## src/rtl/disk_tag_pkg.sv

```systemverilog
package disk_tag_pkg;
  localparam int unsigned UNIT_W = 4;
  localparam int unsigned BUS_W  = 10;

  // control word bit positions on the bus
  localparam int unsigned CW_WR_GATE = 0;
  localparam int unsigned CW_RD_GATE = 1;
  localparam int unsigned CW_FCLR    = 4;
  localparam int unsigned CW_RTZ     = 6;

  typedef struct packed {
    logic rtz;
    logic fclr;
    logic rd_gate;
    logic wr_gate;
  } ctrl_word_t;
endpackage

```

## src/rtl/tag_sync.sv

```systemverilog
module tag_sync #(
  parameter int unsigned WIDTH  = 1,
  parameter int unsigned STAGES = 2
) (
  input  logic             clk_i,
  input  logic             rst_ni,
  input  logic [WIDTH-1:0] d_i,
  output logic [WIDTH-1:0] q_o
);
  logic [WIDTH-1:0] stage_q [STAGES];

  always_ff @(posedge clk_i or negedge rst_ni) begin
    if (!rst_ni) begin
      for (int i = 0; i < STAGES; i++) stage_q[i] <= '0;
    end else begin
      stage_q[0] <= d_i;
      for (int i = 1; i < STAGES; i++) stage_q[i] <= stage_q[i-1];
    end
  end

  assign q_o = stage_q[STAGES-1];
endmodule

```

## src/rtl/tag_capture.sv

```systemverilog
module tag_capture
  import disk_tag_pkg::*;
#(
  parameter int unsigned U_W = UNIT_W,
  parameter int unsigned B_W = BUS_W
) (
  input  logic           clk_i,
  input  logic           rst_ni,
  input  logic [U_W-1:0] unit_addr_i,
  input  logic           sel_tag_i,
  input  logic [U_W-1:0] sel_bits_i,
  input  logic [2:0]     tag_i,
  input  logic [B_W-1:0] bus_i,
  output logic           match_o,
  output logic           seek_go_o,
  output logic [B_W-1:0] head_o,
  output ctrl_word_t     ctrl_o,
  output logic           rtz_pulse_o,
  output logic           fclr_pulse_o
);
  logic [3:0]     strobe_prev_q;
  logic [3:0]     strobe_rise;
  logic [U_W-1:0] unit_q;
  logic           unit_valid_q;
  logic [B_W-1:0] head_q;
  ctrl_word_t     ctrl_q;
  logic           rtz_prev_q, fclr_prev_q;

  always_ff @(posedge clk_i or negedge rst_ni) begin
    if (!rst_ni) strobe_prev_q <= '0;
    else         strobe_prev_q <= {tag_i, sel_tag_i};
  end

  assign strobe_rise = {tag_i, sel_tag_i} & ~strobe_prev_q;
  assign match_o     = unit_valid_q && (unit_q == unit_addr_i);
  assign seek_go_o   = strobe_rise[1] && match_o;

  always_ff @(posedge clk_i or negedge rst_ni) begin
    if (!rst_ni) begin
      unit_q       <= '0;
      unit_valid_q <= 1'b0;
    end else if (strobe_rise[0]) begin
      unit_q       <= sel_bits_i;
      unit_valid_q <= 1'b1;
    end
  end

  always_ff @(posedge clk_i or negedge rst_ni) begin
    if (!rst_ni)                        head_q <= '0;
    else if (strobe_rise[2] && match_o) head_q <= bus_i;
  end

  always_ff @(posedge clk_i or negedge rst_ni) begin
    if (!rst_ni) ctrl_q <= '0;
    else if (strobe_rise[3] && match_o) begin
      ctrl_q.wr_gate <= bus_i[CW_WR_GATE];
      ctrl_q.rd_gate <= bus_i[CW_RD_GATE];
      ctrl_q.fclr    <= bus_i[CW_FCLR];
      ctrl_q.rtz     <= bus_i[CW_RTZ];
    end
  end

  always_ff @(posedge clk_i or negedge rst_ni) begin
    if (!rst_ni) begin
      rtz_prev_q  <= 1'b0;
      fclr_prev_q <= 1'b0;
    end else begin
      rtz_prev_q  <= ctrl_q.rtz;
      fclr_prev_q <= ctrl_q.fclr;
    end
  end

  assign rtz_pulse_o  = ctrl_q.rtz  & ~rtz_prev_q;
  assign fclr_pulse_o = ctrl_q.fclr & ~fclr_prev_q;
  assign head_o       = head_q;
  assign ctrl_o       = ctrl_q;


  ignore_chk: assert property (@(posedge clk_i) disable iff (!rst_ni)
    (!match_o && strobe_rise[2]) |=> $stable(head_q));

  rtz_single_chk: assert property (@(posedge clk_i) disable iff (!rst_ni)
    rtz_pulse_o |=> !rtz_pulse_o);

  fclr_single_chk: assert property (@(posedge clk_i) disable iff (!rst_ni)
    fclr_pulse_o |=> !fclr_pulse_o);
endmodule

```

## src/rtl/seek_ctrl.sv

```systemverilog
module seek_ctrl #(
  parameter int unsigned B_W         = 10,
  parameter int unsigned MAX_CYL     = 823,
  parameter int unsigned SEEK_CYCLES = 20
) (
  input  logic           clk_i,
  input  logic           rst_ni,
  input  logic           seek_go_i,
  input  logic [B_W-1:0] target_i,
  input  logic           rtz_i,
  output logic [B_W-1:0] cyl_o,
  output logic           seek_err_o,
  output logic           on_cyl_o
);
  localparam int unsigned TW = $clog2(SEEK_CYCLES + 1);
  localparam logic [TW-1:0] SETTLE = TW'(SEEK_CYCLES);

  logic [B_W-1:0] cyl_q;
  logic           err_q;
  logic [TW-1:0]  settle_q;
  logic           illegal;

  assign illegal = ({22'd0, target_i} >= 32'(MAX_CYL));

  always_ff @(posedge clk_i or negedge rst_ni) begin
    if (!rst_ni) begin
      cyl_q    <= '0;
      err_q    <= 1'b0;
      settle_q <= '0;
    end else begin
      if (settle_q != '0) settle_q <= settle_q - 1'b1;
      if (rtz_i) begin
        cyl_q <= '0;
        err_q <= 1'b0;
      end else if (seek_go_i) begin
        if (illegal) begin
          err_q <= 1'b1;
        end else begin
          cyl_q    <= target_i;
          err_q    <= 1'b0;
          settle_q <= SETTLE;
        end
      end
    end
  end

  assign cyl_o      = cyl_q;
  assign seek_err_o = err_q;
  assign on_cyl_o   = (settle_q == '0);


  bad_seek_chk: assert property (@(posedge clk_i) disable iff (!rst_ni)
    (seek_go_i && illegal && !rtz_i) |=> (err_q && $stable(cyl_q)));

  settle_chk: assert property (@(posedge clk_i) disable iff (!rst_ni)
    (seek_go_i && !illegal && !rtz_i) |=> !on_cyl_o);

  rtz_chk: assert property (@(posedge clk_i) disable iff (!rst_ni)
    rtz_i |=> (cyl_q == '0 && !err_q));
endmodule

```

## src/rtl/disk_tag_decoder.sv

```systemverilog
module disk_tag_decoder
  import disk_tag_pkg::*;
#(
  parameter int unsigned MAX_CYL     = 823,
  parameter int unsigned SEEK_CYCLES = 20,
  parameter int unsigned SYNC_STAGES = 2
) (
  input  logic              clk_i,
  input  logic              rst_ni,
  input  logic [UNIT_W-1:0] unit_addr_i,
  input  logic              sel_tag_i,
  input  logic [UNIT_W-1:0] sel_bits_i,
  input  logic              tag1_i,
  input  logic              tag2_i,
  input  logic              tag3_i,
  input  logic [BUS_W-1:0]  bus_i,
  input  logic              cable_open_i,
  input  logic              fault_i,
  input  logic              wr_prot_i,
  input  logic              write_clk_i,
  input  logic              read_clk_i,
  output logic              unit_sel_o,
  output logic              on_cyl_o,
  output logic              seek_err_o,
  output logic              fault_o,
  output logic              ready_o,
  output logic              wr_prot_o,
  output logic [BUS_W-1:0]  cyl_o,
  output logic [BUS_W-1:0]  head_o,
  output logic              rtz_pulse_o,
  output logic              fclr_pulse_o,
  output logic              wr_clk_en_o,
  output logic              rd_clk_en_o
);
  localparam int unsigned SYNC_W = 1 + UNIT_W + 3 + BUS_W + 1;

  logic [SYNC_W-1:0] raw, synced;
  logic              sel_tag_s, open_s;
  logic [UNIT_W-1:0] sel_bits_s;
  logic [2:0]        tag_s;
  logic [BUS_W-1:0]  bus_s;

  assign raw = {cable_open_i, bus_i, tag3_i, tag2_i, tag1_i, sel_bits_i, sel_tag_i};
  assign {open_s, bus_s, tag_s, sel_bits_s, sel_tag_s} = synced;

  tag_sync #(.WIDTH(SYNC_W), .STAGES(SYNC_STAGES)) u_sync (
    .clk_i (clk_i),
    .rst_ni(rst_ni),
    .d_i   (raw),
    .q_o   (synced)
  );

  logic       match, seek_go, rtz_pulse, fclr_pulse;
  ctrl_word_t ctrl;
  logic       seek_err, on_cyl;

  tag_capture #(.U_W(UNIT_W), .B_W(BUS_W)) u_capture (
    .clk_i       (clk_i),
    .rst_ni      (rst_ni),
    .unit_addr_i (unit_addr_i),
    .sel_tag_i   (sel_tag_s),
    .sel_bits_i  (sel_bits_s),
    .tag_i       (tag_s),
    .bus_i       (bus_s),
    .match_o     (match),
    .seek_go_o   (seek_go),
    .head_o      (head_o),
    .ctrl_o      (ctrl),
    .rtz_pulse_o (rtz_pulse),
    .fclr_pulse_o(fclr_pulse)
  );

  seek_ctrl #(.B_W(BUS_W), .MAX_CYL(MAX_CYL), .SEEK_CYCLES(SEEK_CYCLES)) u_seek (
    .clk_i     (clk_i),
    .rst_ni    (rst_ni),
    .seek_go_i (seek_go),
    .target_i  (bus_s),
    .rtz_i     (rtz_pulse),
    .cyl_o     (cyl_o),
    .seek_err_o(seek_err),
    .on_cyl_o  (on_cyl)
  );

  logic fault_q;
  always_ff @(posedge clk_i or negedge rst_ni) begin
    if (!rst_ni)         fault_q <= 1'b0;
    else if (fault_i)    fault_q <= 1'b1;   // set beats clear
    else if (fclr_pulse) fault_q <= 1'b0;
  end

  logic drive_ok;
  assign drive_ok = match && !open_s;

  assign unit_sel_o   = drive_ok;
  assign ready_o      = drive_ok;
  assign on_cyl_o     = drive_ok && on_cyl;
  assign seek_err_o   = drive_ok && seek_err;
  assign fault_o      = drive_ok && fault_q;
  assign wr_prot_o    = drive_ok && wr_prot_i;
  assign rtz_pulse_o  = rtz_pulse;
  assign fclr_pulse_o = fclr_pulse;
  assign wr_clk_en_o  = write_clk_i & ctrl.wr_gate;
  assign rd_clk_en_o  = read_clk_i & ctrl.rd_gate;


  fault_set_chk: assert property (@(posedge clk_i) disable iff (!rst_ni)
    fault_i |=> fault_q);

  fault_clr_chk: assert property (@(posedge clk_i) disable iff (!rst_ni)
    (fclr_pulse && !fault_i) |=> !fault_q);
endmodule

```

## config.mk

```make
export PLATFORM = sky130hd
export DESIGN_NAME = disk_tag_decoder
export DESIGN_NICKNAME = d
export VERILOG_FILES = /design/src/rtl/disk_tag_pkg.sv /design/src/rtl/tag_sync.sv /design/src/rtl/tag_capture.sv /design/src/rtl/seek_ctrl.sv /design/src/rtl/disk_tag_decoder.sv
export SDC_FILE = /design/constraint.sdc
export NUM_CORES = 1
export LEC_CHECK = 0
export ABC_AREA = 0
export BUFFER_PORTS_ARGS = -buffer_cell sky130_fd_sc_hd__buf_2
export CAP_MARGIN = 20
export CORE_ASPECT_RATIO = 1.75
export CORE_MARGIN = 3
export CORE_UTILIZATION = 50
export CTS_CLUSTER_SIZE = 16
export DETAILED_ROUTE_END_ITERATION = 6
export PLACE_DENSITY = 0.85
export SLEW_MARGIN = 0
export SYNTH_ARGS = -nofsm -noshare
export SYNTH_HDL_FRONTEND = slang
export SYNTH_HIERARCHICAL = 1
export SYNTH_SLANG_ARGS = --single-unit
export TNS_END_PERCENT = 5
```

## constraint.sdc

```tcl
create_clock -name clk_i -period 4.05 [get_ports clk_i]
set_clock_uncertainty 0.2 [all_clocks]
set_input_delay 0.81 -clock clk_i [delete_from_list [all_inputs] [get_ports clk_i]]
set_output_delay 0.81 -clock clk_i [all_outputs]
set_load 0.03 [all_outputs]
```

Word-level counts from Yosys, hierarchy flattened
Index checks and enable logic that the tools add are counted.
Widths: inputs -> output; s select.
{"block": "op_classes", "n_shift": 0, "n_reduce_logical": 15, "n_mul": 0, "add_sub_neg": 1, "n_lt_le_gt_ge": 1, "muxes": 12, "n_eq_ne": 2, "n_bitwise": 8, "div_mod_pow": 0}
{"op": "$mux 10", "count": 3}
{"op": "$mux 5", "count": 4}
{"op": "$ge 10x10->1 const B", "count": 1}
{"op": "$logic_and 1x1->1", "count": 9}
{"op": "$logic_not 5->1", "count": 1}
{"op": "$mux 1", "count": 5}
{"op": "$reduce_bool 5->1", "count": 1}
{"op": "$sub 5x1->5 const B", "count": 1}
{"op": "$and 1x1->1", "count": 4}
{"op": "$and 4x4->4", "count": 1}
{"op": "$eq 4x4->1", "count": 1}
{"op": "$not 4->4", "count": 1}
{"op": "$reduce_bool 2->1", "count": 2}
{"op": "$ne 2x2->1 const B", "count": 1}
{"op": "$not 1->1", "count": 2}
{"op": "$reduce_and 2->1", "count": 1}
{"op": "$logic_not 1->1", "count": 1}
{"block": "word_totals", "word_cells": 55, "inputBits": 29, "register_bits": 80, "memories": 0, "latchBits": 0, "romBits": 0, "ramBits": 0, "output_inout_bits": 30}

Longest topological paths before layout
{"block": "logic_depth", "word_depth": 5, "ltp_mapped": 8, "ltp_nobuf": 7}

Cells and area by module
Netlist, hierarchy kept.
{"module": "tag_sync", "seq_area_each_um2": 950.9, "cells_per_inst": 57, "instances": 1, "area_each_um2": 1093.5}
{"module": "tag_capture", "seq_area_each_um2": 625.6, "cells_per_inst": 60, "instances": 1, "area_each_um2": 960.9}
{"module": "seek_ctrl", "seq_area_each_um2": 400.4, "cells_per_inst": 87, "instances": 1, "area_each_um2": 865.8}
{"module": "disk_tag_decoder", "seq_area_each_um2": 25.0, "cells_per_inst": 11, "instances": 1, "area_each_um2": 95.1}

Worst setup path before layout
No wires, ideal clock.
{"block": "synth_path", "path_kind": "input to output", "start": "input unit_addr_i[2]", "end": "output fault_o", "t_arrival_ns": 1.878, "path_slack_ns": 1.162, "t_required_ns": 3.040, "path_buffers": 0, "stages": 5, "cell_sequence": "xnor2_1 nand3_1 nor2_1 nor2b_4 and2_1"}
{"block": "synth_via", "elab_chain_len": 4}
{"element": "start, declared", "line": "disk_tag_decoder.sv:10", "source": "input logic [UNIT_W-1:0] unit_addr_i,"}
{"element": "$eq 4x4->1", "line": "tag_capture.sv:35", "source": "assign match_o = unit_valid_q && (unit_q == unit_addr_i);"}
{"element": "$logic_and 1x1->1", "line": "tag_capture.sv:35"}
{"element": "net match", "line": "disk_tag_decoder.sv:53", "source": "logic match, seek_go, rtz_pulse, fclr_pulse;"}
{"element": "$logic_and 1x1->1", "line": "disk_tag_decoder.sv:92", "source": "assign drive_ok = match && !open_s;"}
{"element": "net ready_o", "line": "disk_tag_decoder.sv:26", "source": "output logic ready_o,"}
{"element": "$logic_and 1x1->1", "line": "disk_tag_decoder.sv:98", "source": "assign fault_o = drive_ok && fault_q;"}
{"element": "end, declared", "line": "disk_tag_decoder.sv:25", "source": "output logic fault_o,"}
The timed path passes the listed nets, and every way through them passes these cells.

Worst setup path in the final report
{"block": "layout_path", "start": "input unit_addr_i[2]", "end": "output on_cyl_o"}
{"block": "layout_via", "elab_chain_len": 4}
{"element": "$eq 4x4->1", "line": "tag_capture.sv:35"}
{"element": "$logic_and 1x1->1", "line": "tag_capture.sv:35"}
{"element": "net match", "line": "disk_tag_decoder.sv:53"}
{"element": "$logic_and 1x1->1", "line": "disk_tag_decoder.sv:92"}
{"element": "$logic_and 1x1->1", "line": "disk_tag_decoder.sv:96", "source": "assign on_cyl_o = drive_ok && on_cyl;"}
{"element": "end, declared", "line": "disk_tag_decoder.sv:23", "source": "output logic on_cyl_o,"}
The timed path passes the listed nets, and every way through them passes these cells.

==> impl_results.rst <==
.. list-table::
   :header-rows: 1

   * - Metric
     - Value
   * - Maximum number of buffers from clock root to sink
     - 2
   * - Number of design rule violations left after detail routing
     - 0
   * - Number of antenna violations at the first check in global routing
     - 0
   * - Relative slew margins
     - 36.9%
   * - Final Hold Fails
     - 0
   * - Clock slew seen by the registers of the worst setup and hold paths
     - 70 ps
   * - Number of I/O pins
     - 59
   * - Setup TNS Final
     - 0 ps
   * - Drt first pass iters
     - 4
   * - Number of DRC violations after detailed-routing iteration 0
     - 52
   * - # Max-Cap Violations
     - 0
   * - Synth cell types
     - 37
   * - Cells after DPL
     - 326
   * - Achievable clock frequency
     - 0.334 GHz
   * - Total wire length
     - 4.61 mm
   * - Area delta synth->final
     - 14.1%
   * - Minimum clock period
     - 3000 ps
   * - Share of the clock period used by the worst path after layout
     - 74.0%
   * - Setup repair after global routing missed its margin
     - no
   * - Max-slew violation count
     - 0
   * - Worst-path fanout max
     - 6
   * - Number of buffers inserted by port buffering
     - 58
   * - Final antenna diode count
     - 0
   * - Die width
     - 64.7 um
   * - Post-CTS Resized
     - 0
   * - Hold bufs inserted after CTS
     - 0
   * - Post-layout instance count excluding filler cells
     - 342
   * - Library cell used as clock root buffer
     - sky130_fd_sc_hd__clkbuf_8
   * - Total half-perimeter wirelength after legalization and detailed placement
     - 3.36 mm
   * - Cell leakage power
     - 1.64 nW
   * - Seq/Total Area, Yosys
     - 66.4%
   * - Placer congestion estimate
     - 0.755
   * - Vias in the first global route
     - 1688
   * - Cells after Synth
     - 215
   * - Finish-stage setup viols
     - 0
   * - Most area-hungry cell type in the Yosys netlist
     - sky130_fd_sc_hd__dfrtp_1
   * - Post-synthesis instance area
     - 3020 sq um
   * - Die area
     - 7040 sq um
   * - GR Overflow Total
     - 0
   * - Post-synth top flop
     - sky130_fd_sc_hd__dfrtp_1
   * - Biggest area contributors in the synthesized netlist
     - sky130_fd_sc_hd__dfrtp_1 (66%), sky130_fd_sc_hd__mux2_2 (6.7%), sky130_fd_sc_hd__buf_4 (5.2%), sky130_fd_sc_hd__o21ai_1 (2.7%), sky130_fd_sc_hd__nor2b_1 (2.5%)
   * - Chip height
     - 109 um
   * - Share of layout cells above drive strength 1
     - 39.5%
   * - Category of the most critical setup path
     - in2out
   * - Synthesized net count
     - 245
   * - Required time of the critical path
     - 3040 ps
   * - Site row count
     - 36
   * - Crit path arrival time
     - 1990 ps
   * - Crit. End Element
     - output pin
   * - Clock buffer count from CTS
     - 9
   * - Result of the run
     - finished, final reports clean
   * - Worst slack after detailed placement
     - 1080 ps
   * - Leading cell types by count after synthesis
     - sky130_fd_sc_hd__dfrtp_1 (80), sky130_fd_sc_hd__buf_4 (21), sky130_fd_sc_hd__mux2_2 (18)
   * - Nature of the critical path startpoint
     - input pin
   * - Synthesized area per cell
     - 14.0 sq um
   * - Number of nets in the final layout
     - 291
   * - Synthesized flop and latch total
     - 80
   * - Post-synth ARST share
     - 100%
   * - Largest net degree at the start of global routing
     - 81
   * - Total number of clock tree sinks
     - 80
   * - Total track usage
     - 15.0%
   * - Antenna violation net count after detailed routing
     - 0
   * - Core box area
     - 5720 sq um
   * - Power per unit of standard cell area
     - 627 nW/um^2
   * - Effective utilization at floorplan
     - 52.7%
   * - Via density
     - 4.80
   * - Summed area of non-filler cells in the final layout
     - 3440 sq um
   * - First-pass GRT wire length
     - 7.80 mm
   * - Number of warning messages in the yosys log
     - 6
   * - Post CTS Setup Buffer Count
     - 0
   * - Dpl cell area
     - 3230 sq um
   * - Yosys top cell area share
     - 66.4%
   * - Clock tree from TritonCTS
     - done
   * - Most common cell in the synthesized netlist
     - sky130_fd_sc_hd__dfrtp_1
   * - Post-synth EDFFs
     - 0
   * - Number of H-tree levels
     - 3
   * - Routed length per placed instance
     - 13.5 um
   * - Actual transition at the worst max-transition pin
     - 946 ps
   * - Path category of the worst min-delay check
     - reg2reg
   * - Routed vias
     - 1641
   * - Post-layout worst setup margin
     - 1050 ps
   * - Worst voltage drop across the vdd grid
     - 0.000451 V
   * - Worst-Skew Late Latency
     - 340 ps
[area by class of cell]
type | count | area [sq um]
timing repair buffer | 59 | 300
clock buffer | 10 | 138
sequential | 80 | 2000
fill | 483 | 2280
clock inverter | 6 | 68.8
multi-input combinational | 103 | 805
inverter | 8 | 31.3
tap | 76 | 95.1
[kinds of logic after synthesis]
group / share of synthesized area (%)
multiplexers: 7.72
flip-flops: 66.4
AO/OA/AOI/OAI: 5.93
AND/OR/NAND/NOR: 11.5
XOR/XNOR: 1.16
buffers and inverters: 6.93
adder cells (fa/ha/maj): 0.415
[layer usage]
layer  global-route usage [%]  part of all wire (%)  vias to the layer above
met1                     17.4                    39                      786
met3                     3.30                   6.0                       12
met5                        0                     0                        -
met4                     11.8                   3.4                        0
li1                         -                     -                      791
met2                     23.9                    52                       52
[flip-flops by register name, summed over array words and instances, names as in the netlist]
signal / cells
u_sync/q_o: 19
u_sync/stage_q: 19
u_capture/head_o: 10
u_seek/cyl_o: 10
u_seek/settle_q: 5
u_capture/ctrl_o: 4
u_capture/strobe_prev_q: 4
u_capture/unit_q: 4
fault_q: 1
u_capture/fclr_prev_q: 1
u_capture/rtz_prev_q: 1
u_capture/unit_valid_q: 1
u_seek/seek_err_o: 1
[worst max-delay path, cell delays in order]
cell and delay [ps]:
sky130_fd_sc_hd__buf_2 100, sky130_fd_sc_hd__xnor2_1 140, sky130_fd_sc_hd__nand3_1 190, sky130_fd_sc_hd__nor2_1 220
sky130_fd_sc_hd__nor2b_4 210, sky130_fd_sc_hd__and2_1 130, sky130_fd_sc_hd__buf_2 190
[power by group]
group / switching, mW / total [mW] / internal [mW] / leakage, nW
sequential: 0.0779 / 1.02 / 0.944 / 0.974
clock: 0.273 / 0.576 / 0.303 / 0.102
combinational: 0.343 / 0.559 / 0.216 / 0.561
[worst paths after layout]
path / startpoint / slack, ps / cells after the start / to
max: unit_addr_i[2] / 1050 / 7 / on_cyl_o
min: u_sync/stage_q[29] / 150 / 0 / u_sync/q_o[10]
max reg2reg: u_capture/unit_q[2] / 1760 / 7 / u_seek/settle_q[0]
min reg2reg: u_sync/stage_q[29] / 150 / 0 / u_sync/q_o[10]
max in group asynchronous: rst_ni / 2630 / 1 / u_sync/q_o[16]
min in group asynchronous: rst_ni / 400 / 1 / u_sync/stage_q[19]
[per-stage QoR]
| stage | hold WS (ps) | utilization [%] | power (mW) |
|---|---|---|---|
| detailed placement | 135 | 56.5 | 1.61 |
| global placement | 131 | 56.5 | 1.58 |
| CTS | 153 | 60.1 | 2.19 |
| finish | 149 | 60.1 | 2.16 |
| global route | 159 | 60.1 | 2.29 |
| floorplan | 131 | - | 1.45 |
[cell usage in the layout (no fill, tap or decap), drive strengths merged]
| master | n |
|---|---|
| a21o | 1 |
| or3 | 1 |
| dfrtp | 80 |
| o21ai | 17 |
| nand2b | 10 |
| clkbuf | 10 |
| or2b | 2 |
| o211ai | 1 |
| ha | 1 |
| mux2 | 18 |
| nand3 | 3 |
| nor3 | 4 |
| o221ai | 1 |
| and2 | 6 |
| xnor2 | 4 |
| clkinvlp | 1 |
| nor2b | 13 |
| and3b | 1 |
| a21oi | 3 |
| a311oi | 2 |
| or2 | 1 |
| nor4 | 2 |
| clkinv | 5 |
| mux2i | 3 |
| buf | 59 |
| a211oi | 3 |
| nor2 | 5 |
| bufinv | 1 |
| inv | 7 |
| nand2 | 1 |
Power figures use the tool's default switching activity.
